<file path="config.mk">
export PLATFORM = sky130hd
export DESIGN_NAME = fixed_map_banker
export DESIGN_NICKNAME = d
export VERILOG_FILES = /design/src/rtl/fmb_pkg.sv /design/src/rtl/fmb_wr_decode.sv /design/src/rtl/fmb_regs.sv /design/src/rtl/fmb_irq_timer.sv /design/src/rtl/fmb_bank_map.sv /design/src/rtl/fixed_map_banker.sv
export SDC_FILE = /design/constraint.sdc
export NUM_CORES = 1
export LEC_CHECK = 0
export CORE_ASPECT_RATIO = 0.7
export CORE_MARGIN = 1
export CORE_UTILIZATION = 39
export DETAILED_ROUTE_END_ITERATION = 10
export PLACE_DENSITY = 0.88
export SETUP_SLACK_MARGIN = 0.15
export SYNTH_ARGS = -nofsm -noshare
export SYNTH_HDL_FRONTEND = slang
export SYNTH_SLANG_ARGS = --single-unit
</file>
<file path="constraint.sdc">
create_clock -name clk -period 2.48 [get_ports clk]
set_clock_uncertainty 0.2 [all_clocks]
set_input_delay 0.62 -clock clk [delete_from_list [all_inputs] [get_ports clk]]
set_output_delay 0.62 -clock clk [all_outputs]
set_load 0.02 [all_outputs]
</file>
<file path="src/rtl/fmb_pkg.sv">
// Package fmb_pkg
// Shared types for the fixed-map bank controller.
// Assumes an 8-bit layout register and 8 KiB program bank numbers of four bits.
package fmb_pkg;

    localparam int LAYOUT_W = 8;
    localparam int PRG8_W   = 4;
    localparam int SEL_W    = 3;
    localparam int CHR_W    = LAYOUT_W - 1;
    localparam int SLOTS    = 4;

    // Register targeted by a CPU write.
    typedef enum logic [2:0] {
        WR_NONE,
        WR_ACK,
        WR_ARM,
        WR_LAYOUT,
        WR_BANK
    } wr_kind_e;

    // Program layout chosen by the layout register.
    typedef enum logic [1:0] {
        LAY_FIXED,
        LAY_BLOCK32,
        LAY_BLOCK16
    } prg_layout_e;

endpackage

</file>
<file path="src/rtl/fmb_wr_decode.sv">
// Module fmb_wr_decode
// Classifies one CPU write by its address into the register it targets.
// Assumes cpu_wr is a single-cycle strobe. A write to the layout register
// counts only when sub_sel matches VARIANT_ID; otherwise it becomes WR_NONE.
module fmb_wr_decode
    import fmb_pkg::*;
#(
    parameter int SUB_SEL_W  = 4,
    parameter int VARIANT_ID = 1
) (
    input  logic [15:0]          cpu_addr,
    input  logic                 cpu_wr,
    input  logic [SUB_SEL_W-1:0] sub_sel,
    output wr_kind_e             wr_kind
);

    localparam logic [SUB_SEL_W-1:0] VID = SUB_SEL_W'(VARIANT_ID);

    logic variant_hit;
    assign variant_hit = (sub_sel == VID);

    // Map the 8 KiB address quarter above 0x8000 onto a write kind.
    always_comb begin
        wr_kind = WR_NONE;
        if (cpu_wr && cpu_addr[15]) begin
            unique case (cpu_addr[14:13])
                2'b00: wr_kind = WR_ACK;
                2'b01: wr_kind = WR_ARM;
                2'b10: wr_kind = variant_hit ? WR_LAYOUT : WR_NONE;
                2'b11: wr_kind = WR_BANK;
                default: wr_kind = WR_NONE;
            endcase
        end
    end

endmodule

</file>
<file path="src/rtl/fmb_regs.sv">
// Module fmb_regs
// Holds the layout register (loaded from the write address) and the 3-bit
// switchable bank register (loaded from the write data).
// Assumes the decode has already applied the variant gate. warm_rst clears
// only the layout register and takes precedence over a layout write.
module fmb_regs
    import fmb_pkg::*;
(
    input  logic                clk,
    input  logic                rst_n,
    input  logic                warm_rst,
    input  wr_kind_e            wr_kind,
    input  logic [LAYOUT_W-1:0] addr_lo,
    input  logic [SEL_W-1:0]    data_lo,
    output logic [LAYOUT_W-1:0] layout_q,
    output logic [SEL_W-1:0]    bank_q
);

    // Layout register: cleared by either reset, loaded from the address.
    always_ff @(posedge clk) begin
        if (!rst_n || warm_rst) begin
            layout_q <= '0;
        end else if (wr_kind == WR_LAYOUT) begin
            layout_q <= addr_lo;
        end
    end

    // Switchable bank register: cleared by the power reset only.
    always_ff @(posedge clk) begin
        if (!rst_n) begin
            bank_q <= '0;
        end else if (wr_kind == WR_BANK) begin
            bank_q <= data_lo;
        end
    end

    // the bank register is left alone by any other kind of write.
    assert_bank_hold_R5: assert property (@(posedge clk) disable iff (!rst_n)
        (wr_kind != WR_BANK) |=> $stable(bank_q));

endmodule

</file>
<file path="src/rtl/fmb_irq_timer.sv">
// Module fmb_irq_timer
// Cycle-tick counter that raises a held interrupt after CNT_LIMIT armed ticks.
// Assumes that ack and arm never arrive together, since they come from
// different address ranges. On its terminal tick the counter returns to 0
// and disarms itself. ack clears the count, the arm state and irq, and it
// takes precedence over a tick in the same cycle.
module fmb_irq_timer #(
    parameter int CNT_LIMIT = 4096
) (
    input  logic clk,
    input  logic rst_n,
    input  logic tick,
    input  logic ack,
    input  logic arm,
    output logic irq
);

    localparam int CNT_W = (CNT_LIMIT > 1) ? $clog2(CNT_LIMIT) : 1;
    localparam logic [CNT_W-1:0] LAST = CNT_W'(CNT_LIMIT - 1);

    logic             en_q;
    logic [CNT_W-1:0] cnt_q;
    logic             irq_q;
    logic             terminal;

    assign terminal = en_q && tick && (cnt_q == LAST);

    // Arm state, count and interrupt flag.
    always_ff @(posedge clk) begin
        if (!rst_n) begin
            en_q  <= 1'b0;
            cnt_q <= '0;
            irq_q <= 1'b0;
        end else if (ack) begin
            en_q  <= 1'b0;
            cnt_q <= '0;
            irq_q <= 1'b0;
        end else if (terminal) begin
            en_q  <= 1'b0;
            cnt_q <= '0;
            irq_q <= 1'b1;
        end else begin
            if (arm) begin
                en_q <= 1'b1;
            end
            if (en_q && tick) begin
                cnt_q <= cnt_q + 1'b1;
            end
        end
    end

    assign irq = irq_q;

    // an acknowledge leaves the timer idle and quiet.
    assert_ack_clears_R2: assert property (@(posedge clk) disable iff (!rst_n)
        ack |=> (!irq_q && !en_q && cnt_q == '0));

    // arming takes effect unless the same cycle was the terminal tick.
    assert_arm_sets_R3: assert property (@(posedge clk) disable iff (!rst_n)
        arm |=> (en_q || irq_q));

    // the interrupt is held until it is acknowledged.
    assert_irq_held_R4: assert property (@(posedge clk) disable iff (!rst_n)
        (irq_q && !ack) |=> irq_q);

    // the interrupt rises only after an armed tick.
    assert_irq_cause_R4: assert property (@(posedge clk) disable iff (!rst_n)
        $rose(irq_q) |-> ($past(en_q) && $past(tick)));

    // the counter never runs while disarmed.
    assert_idle_stable_R4: assert property (@(posedge clk) disable iff (!rst_n)
        (!en_q && !ack) |=> $stable(cnt_q));

endmodule

</file>
<file path="src/rtl/fmb_bank_map.sv">
// Module fmb_bank_map
// Combinational mapping from the layout and switchable bank registers to the
// 8 KiB program banks, the character bank and the mirroring select.
// Assumes four 8 KiB windows from 0x8000, numbered 0 to 3, plus a window at
// 0x6000 that always holds bank 6.
module fmb_bank_map
    import fmb_pkg::*;
(
    input  logic [LAYOUT_W-1:0]          layout_q,
    input  logic [SEL_W-1:0]             bank_q,
    output logic [PRG8_W-1:0]            prg_low,
    output logic [SLOTS-1:0][PRG8_W-1:0] prg_slot,
    output logic [CHR_W-1:0]             chr_bank,
    output logic                         mirror_horiz
);

    localparam logic [PRG8_W-1:0] LOW_BANK = PRG8_W'(6);

    prg_layout_e layout;
    logic [1:0]  blk32;
    logic [2:0]  blk16;

    // Choose the layout from bits 3 and 4 of the layout register.
    always_comb begin
        if (!layout_q[3]) begin
            layout = LAY_FIXED;
        end else if (layout_q[4]) begin
            layout = LAY_BLOCK32;
        end else begin
            layout = LAY_BLOCK16;
        end
    end

    assign blk32 = 2'b10  | layout_q[7:6];
    assign blk16 = 3'b100 | layout_q[7:5];

    // Bank of one window in the fixed layout.
    function automatic logic [PRG8_W-1:0] fixed_bank(input int slot,
                                                     input logic [SEL_W-1:0] sel);
        case (slot)
            0:       fixed_bank = PRG8_W'(4);
            1:       fixed_bank = PRG8_W'(5);
            2:       fixed_bank = PRG8_W'(sel);
            default: fixed_bank = PRG8_W'(7);
        endcase
    endfunction

    for (genvar s = 0; s < SLOTS; s++) begin : g_slot
        localparam logic [1:0] SIDX  = 2'(s);
        localparam logic       SHALF = SIDX[0];
        // Pick the bank of window s according to the active layout.
        assign prg_slot[s] = (layout == LAY_BLOCK32) ? {blk32, SIDX}  :
                             (layout == LAY_BLOCK16) ? {blk16, SHALF} :
                                                       fixed_bank(s, bank_q);
    end

    assign prg_low      = LOW_BANK;
    assign chr_bank     = layout_q[LAYOUT_W-1:1];
    assign mirror_horiz = layout_q[0];

endmodule

</file>
<file path="src/rtl/fixed_map_banker.sv">
// Module fixed_map_banker
// Top of the fixed-map bank controller: write decode, register file,
// cycle interrupt timer and bank mapping.
// Assumes one write strobe per CPU write and one tick per CPU cycle. Resets
// are synchronous: rst_n is the power reset and warm_rst is the warm reset.
module fixed_map_banker #(
    parameter int CNT_LIMIT  = 4096,
    parameter int SUB_SEL_W  = 4,
    parameter int VARIANT_ID = 1
) (
    input  logic                 clk,
    input  logic                 rst_n,
    input  logic                 warm_rst,
    input  logic [15:0]          cpu_addr,
    input  logic [7:0]           cpu_data,
    input  logic                 cpu_wr,
    input  logic                 cpu_tick,
    input  logic [SUB_SEL_W-1:0] sub_sel,
    output logic [3:0]           prg_6000,
    output logic [3:0]           prg_8000,
    output logic [3:0]           prg_a000,
    output logic [3:0]           prg_c000,
    output logic [3:0]           prg_e000,
    output logic [6:0]           chr_bank,
    output logic                 mirror_horiz,
    output logic                 irq
);
    import fmb_pkg::*;

    localparam logic [SUB_SEL_W-1:0] VID = SUB_SEL_W'(VARIANT_ID);

    wr_kind_e                     wr_kind;
    logic [LAYOUT_W-1:0]          layout_q;
    logic [SEL_W-1:0]             bank_q;
    logic [SLOTS-1:0][PRG8_W-1:0] prg_slot;
    logic                         unused_bits;

    assign unused_bits = ^{cpu_data[7:SEL_W], cpu_addr[12:LAYOUT_W]};

    fmb_wr_decode #(
        .SUB_SEL_W (SUB_SEL_W),
        .VARIANT_ID(VARIANT_ID)
    ) i_decode (
        .cpu_addr(cpu_addr),
        .cpu_wr  (cpu_wr),
        .sub_sel (sub_sel),
        .wr_kind (wr_kind)
    );

    fmb_regs i_regs (
        .clk     (clk),
        .rst_n   (rst_n),
        .warm_rst(warm_rst),
        .wr_kind (wr_kind),
        .addr_lo (cpu_addr[LAYOUT_W-1:0]),
        .data_lo (cpu_data[SEL_W-1:0]),
        .layout_q(layout_q),
        .bank_q  (bank_q)
    );

    fmb_irq_timer #(
        .CNT_LIMIT(CNT_LIMIT)
    ) i_timer (
        .clk (clk),
        .rst_n(rst_n),
        .tick(cpu_tick),
        .ack (wr_kind == WR_ACK),
        .arm (wr_kind == WR_ARM),
        .irq (irq)
    );

    fmb_bank_map i_map (
        .layout_q    (layout_q),
        .bank_q      (bank_q),
        .prg_low     (prg_6000),
        .prg_slot    (prg_slot),
        .chr_bank    (chr_bank),
        .mirror_horiz(mirror_horiz)
    );

    assign prg_8000 = prg_slot[0];
    assign prg_a000 = prg_slot[1];
    assign prg_c000 = prg_slot[2];
    assign prg_e000 = prg_slot[3];

    // a gated layout write shows its address byte on the character and mirroring outputs.
    assert_layout_from_addr_R6: assert property (@(posedge clk) disable iff (!rst_n)
        (cpu_wr && cpu_addr[15:13] == 3'b110 && sub_sel == VID && !warm_rst)
        |=> (chr_bank == $past(cpu_addr[7:1]) && mirror_horiz == $past(cpu_addr[0])));

    // an ungated layout write leaves the layout-driven outputs alone.
    assert_layout_gate_R6: assert property (@(posedge clk) disable iff (!rst_n)
        (cpu_wr && cpu_addr[15:13] == 3'b110 && sub_sel != VID && !warm_rst)
        |=> ($stable(chr_bank) && $stable(mirror_horiz) && $stable(prg_8000)));

    // in the fixed layout, a bank write shows up on the 0xC000 window.
    assert_bank_window_R7: assert property (@(posedge clk) disable iff (!rst_n)
        (cpu_wr && cpu_addr[15:13] == 3'b111)
        |=> (chr_bank[2] || prg_c000 == {1'b0, $past(cpu_data[2:0])}));

    // the warm reset returns the layout-driven outputs to their cleared values.
    assert_warm_clear_R11: assert property (@(posedge clk) disable iff (!rst_n)
        warm_rst |=> (chr_bank == 7'd0 && !mirror_horiz && prg_8000 == 4'd4));

endmodule

</file>
==> impl_metrics.ini <==
[outcome]
status = finished clean

[floorplanning]
core_sq_mm = 0.00286
num_rows = 16
die_h_microns = 48.3
die_w_microns = 68.2
initial_utilization_pct = 41.7
io_pins = 62
die_area_sq_mm = 0.00329

[critical_path]
path_class = reg -> out
r2r.worst_path.cells = 5
cp_data_required_time_ns = 1.66
start_kind = register
crit_start = i_regs.layout_q[4]$_SDFFE_PP0N_
end_kind = output port
rr_startpoint = i_timer.cnt_q[0]$_SDFFE_PP0P_
worstPathMaxFanout = 4
critPathArrivalTime_ns = 1.50

[finish]
final_core_util_pct = 58.4
layout.cells.non_filler = 211
final_common_cell = clkdlybuf4s50_1
syn2layout_area_growth_pct = 40.0
drive_gt1_share_pct = 9.14
final_cell_area_sq_mm = 0.00167
seq_area_sq_um = 500
fillers = 245
fin_nets = 210
final_cell_mix = clkdlybuf4s50_1, nor2_1, dfxtp_1
multi_input_area_sq_um = 582
num_antenna_cells = 0

[clock_tree]
clock_path_buffers = 2
clock_sinks = 25
htree_levels = 1
clk_latency_ns = 0.26
root_buffer = clkbuf_8
cts_inserted_buffers = 3
ctsHoldBuffers = 0
path_clk_slew_ns = 0.08
cts_tree = yes
postCtsSetupBuffers = 0

[drt]
wl_microns = 2650
drtPass1Iterations = 4
ant_nets = 0
drtIter0Drc = 18
routedWlPerCell_microns = 12.6
routed_via_density = 4.95
drcViolationCount = 0
vias = 1045

[placed_design]
dpl.cell_count = 207
place_hpwl_microns = 2120
io_buffers = 44
placed_area_sq_mm = 0.00162
globalplace.congestion = 0.753

[power]
sw_frac_of_total_pct = 21.8
p_comb_share_pct = 10.1
power.switching_mw = 0.155
peakVddDrop_mv = 0.387
clkPwrFrac_pct = 33.2
power_density_mw_per_mm2 = 426
p_int_mw = 0.558
p_leak_nw = 0.624
seqPwrFrac_pct = 56.7

[sta]
hold_viol_final = 0
setup_viol = 0
drv_slew = 0
rsz0062_at_grt = true
fin_crit_sh_pct = 93.7
setup_tns_ns = 0
timing.fmax_mhz = 431
fin_hold_ws_ns = 0.295
min_period_ns = 2.32

[yosys]
ys_ff_latch = 25
avgSynthCellArea_sq_um = 9.05
synth-async-reset-ratio_pct = 0
synth-edff-count = 0
synthDistinctLibCells = 32
netlist_area_sq_mm = 0.00119
ys.flop_type = dfxtp_1
yosysSeqAreaShare_pct = 41.9
syn-instance-count = 132
synth_warnings = 0

[global_route]
grt_usage_pct = 17.6
grt_pass1_wl_microns = 4330
grt_overflow = 0
grt_antenna_before_repair = 0
grt_pass1_vias = 981
grt_max_degree = 14

[job]
maxCapViolCount = 0

[hold_path]
holdPathStages = 2
min_from = i_timer.irq$_SDFFE_PP0P_
hold_path.class = reg -> reg
-- power by group through the flow --
stage | Clock, mW | Sequential [mW] | Combinational, mW
detailed placement | 0 | 0.414 | 0.0737
global route | 0.261 | 0.405 | 0.0767
global placement | 0 | 0.414 | 0.0716
CTS | 0.245 | 0.405 | 0.0719
finish | 0.237 | 0.405 | 0.0719
floorplan | 0 | 0.414 | 0.0362
-- worst paths after layout --
check                                                     end  slack, ns
worst max register to register  i_timer.cnt_q[3]$_SDFFE_PP0P_       0.79
worst min-delay path                 i_timer.irq$_SDFFE_PP0P_       0.29
worst max-delay path                              prg_c000[1]       0.16
worst min register to register       i_timer.irq$_SDFFE_PP0P_       0.29
-- timing repair --
action	CTS	global route
setup endpoints to repair	13	5
pin swaps	3	0
resized for setup	10	5
cloned	0	0
-- flip-flops by register name, summed over array words and instances (netlist names) --
name             cells
i_regs.bank_q        3
i_timer.cnt_q       12
i_timer.en_q         1
i_timer.irq          1
i_regs.layout_q      8
-- area by class of cell --
| type | count | share of cell area (%) |
|---|---|---|
| inverters | 2 | 0.449 |
| well taps | 36 | 2.69 |
| flip-flops and latches | 25 | 29.9 |
| multi-input cells | 93 | 34.8 |
| clock buffers | 4 | 2.69 |
| repair buffers | 51 | 29.5 |
-- worst max-delay path, cell delays in order, from the launching register on --
cell             delay [ns]
dfxtp_1                0.34
or3b_2                 0.49
o21a_1                 0.12
clkdlybuf4s15_1        0.29
-- metrics by stage --
step	worst slack, ns	total power, mW
finish	0.157	0.713
global route	0.124	0.743
CTS	0.124	0.721
detailed placement	-0.182	0.488
global placement	-0.125	0.486
floorplan	0.367	0.450
-- Yosys cell counts (2+ instances only) --
library cell  number  area share, %
nor2_1            26            8.2
dfxtp_1           25             42
buf_4             13            8.2
mux2i_1           11            9.2
xnor2_1            8            5.9
nand2_1            5            1.6
nand3_1            5            2.1
nand4_1            4            2.1
nor2b_1            4            2.1
a21oi_1            3            1.3
nor3_1             3            1.3
conb_1             2           0.63
inv_1              2           0.63
o31ai_1            2            1.3
xor2_1             2            1.5
-- cells by family (layout without fill, tap and decap cells) --
kind of cell,Yosys count,count (layout),share of synthesized area (%)
and+or+nand+nor,55,55,23.2
DFF,25,25,41.9
buffers and inverters,19,57,11.3
muxes,12,12,10.2
xor gates and xnor gates,10,10,7.33
AOI/OAI and AO/OA,8,8,4.40
other,2,7,0.629
adders and majority gates,1,1,1.05
-- per-layer routing --
metal | up-vias | routed length [microns] | GRT usage (%)
li1 | 506 | - | -
met2 | 49 | 1260 | 28.1
met1 | 480 | 1150 | 21.3
met5 | - | 0 | 0
met3 | 10 | 175 | 5.90
met4 | 0 | 65 | 6.94
(Power assumes the default switching activity.)
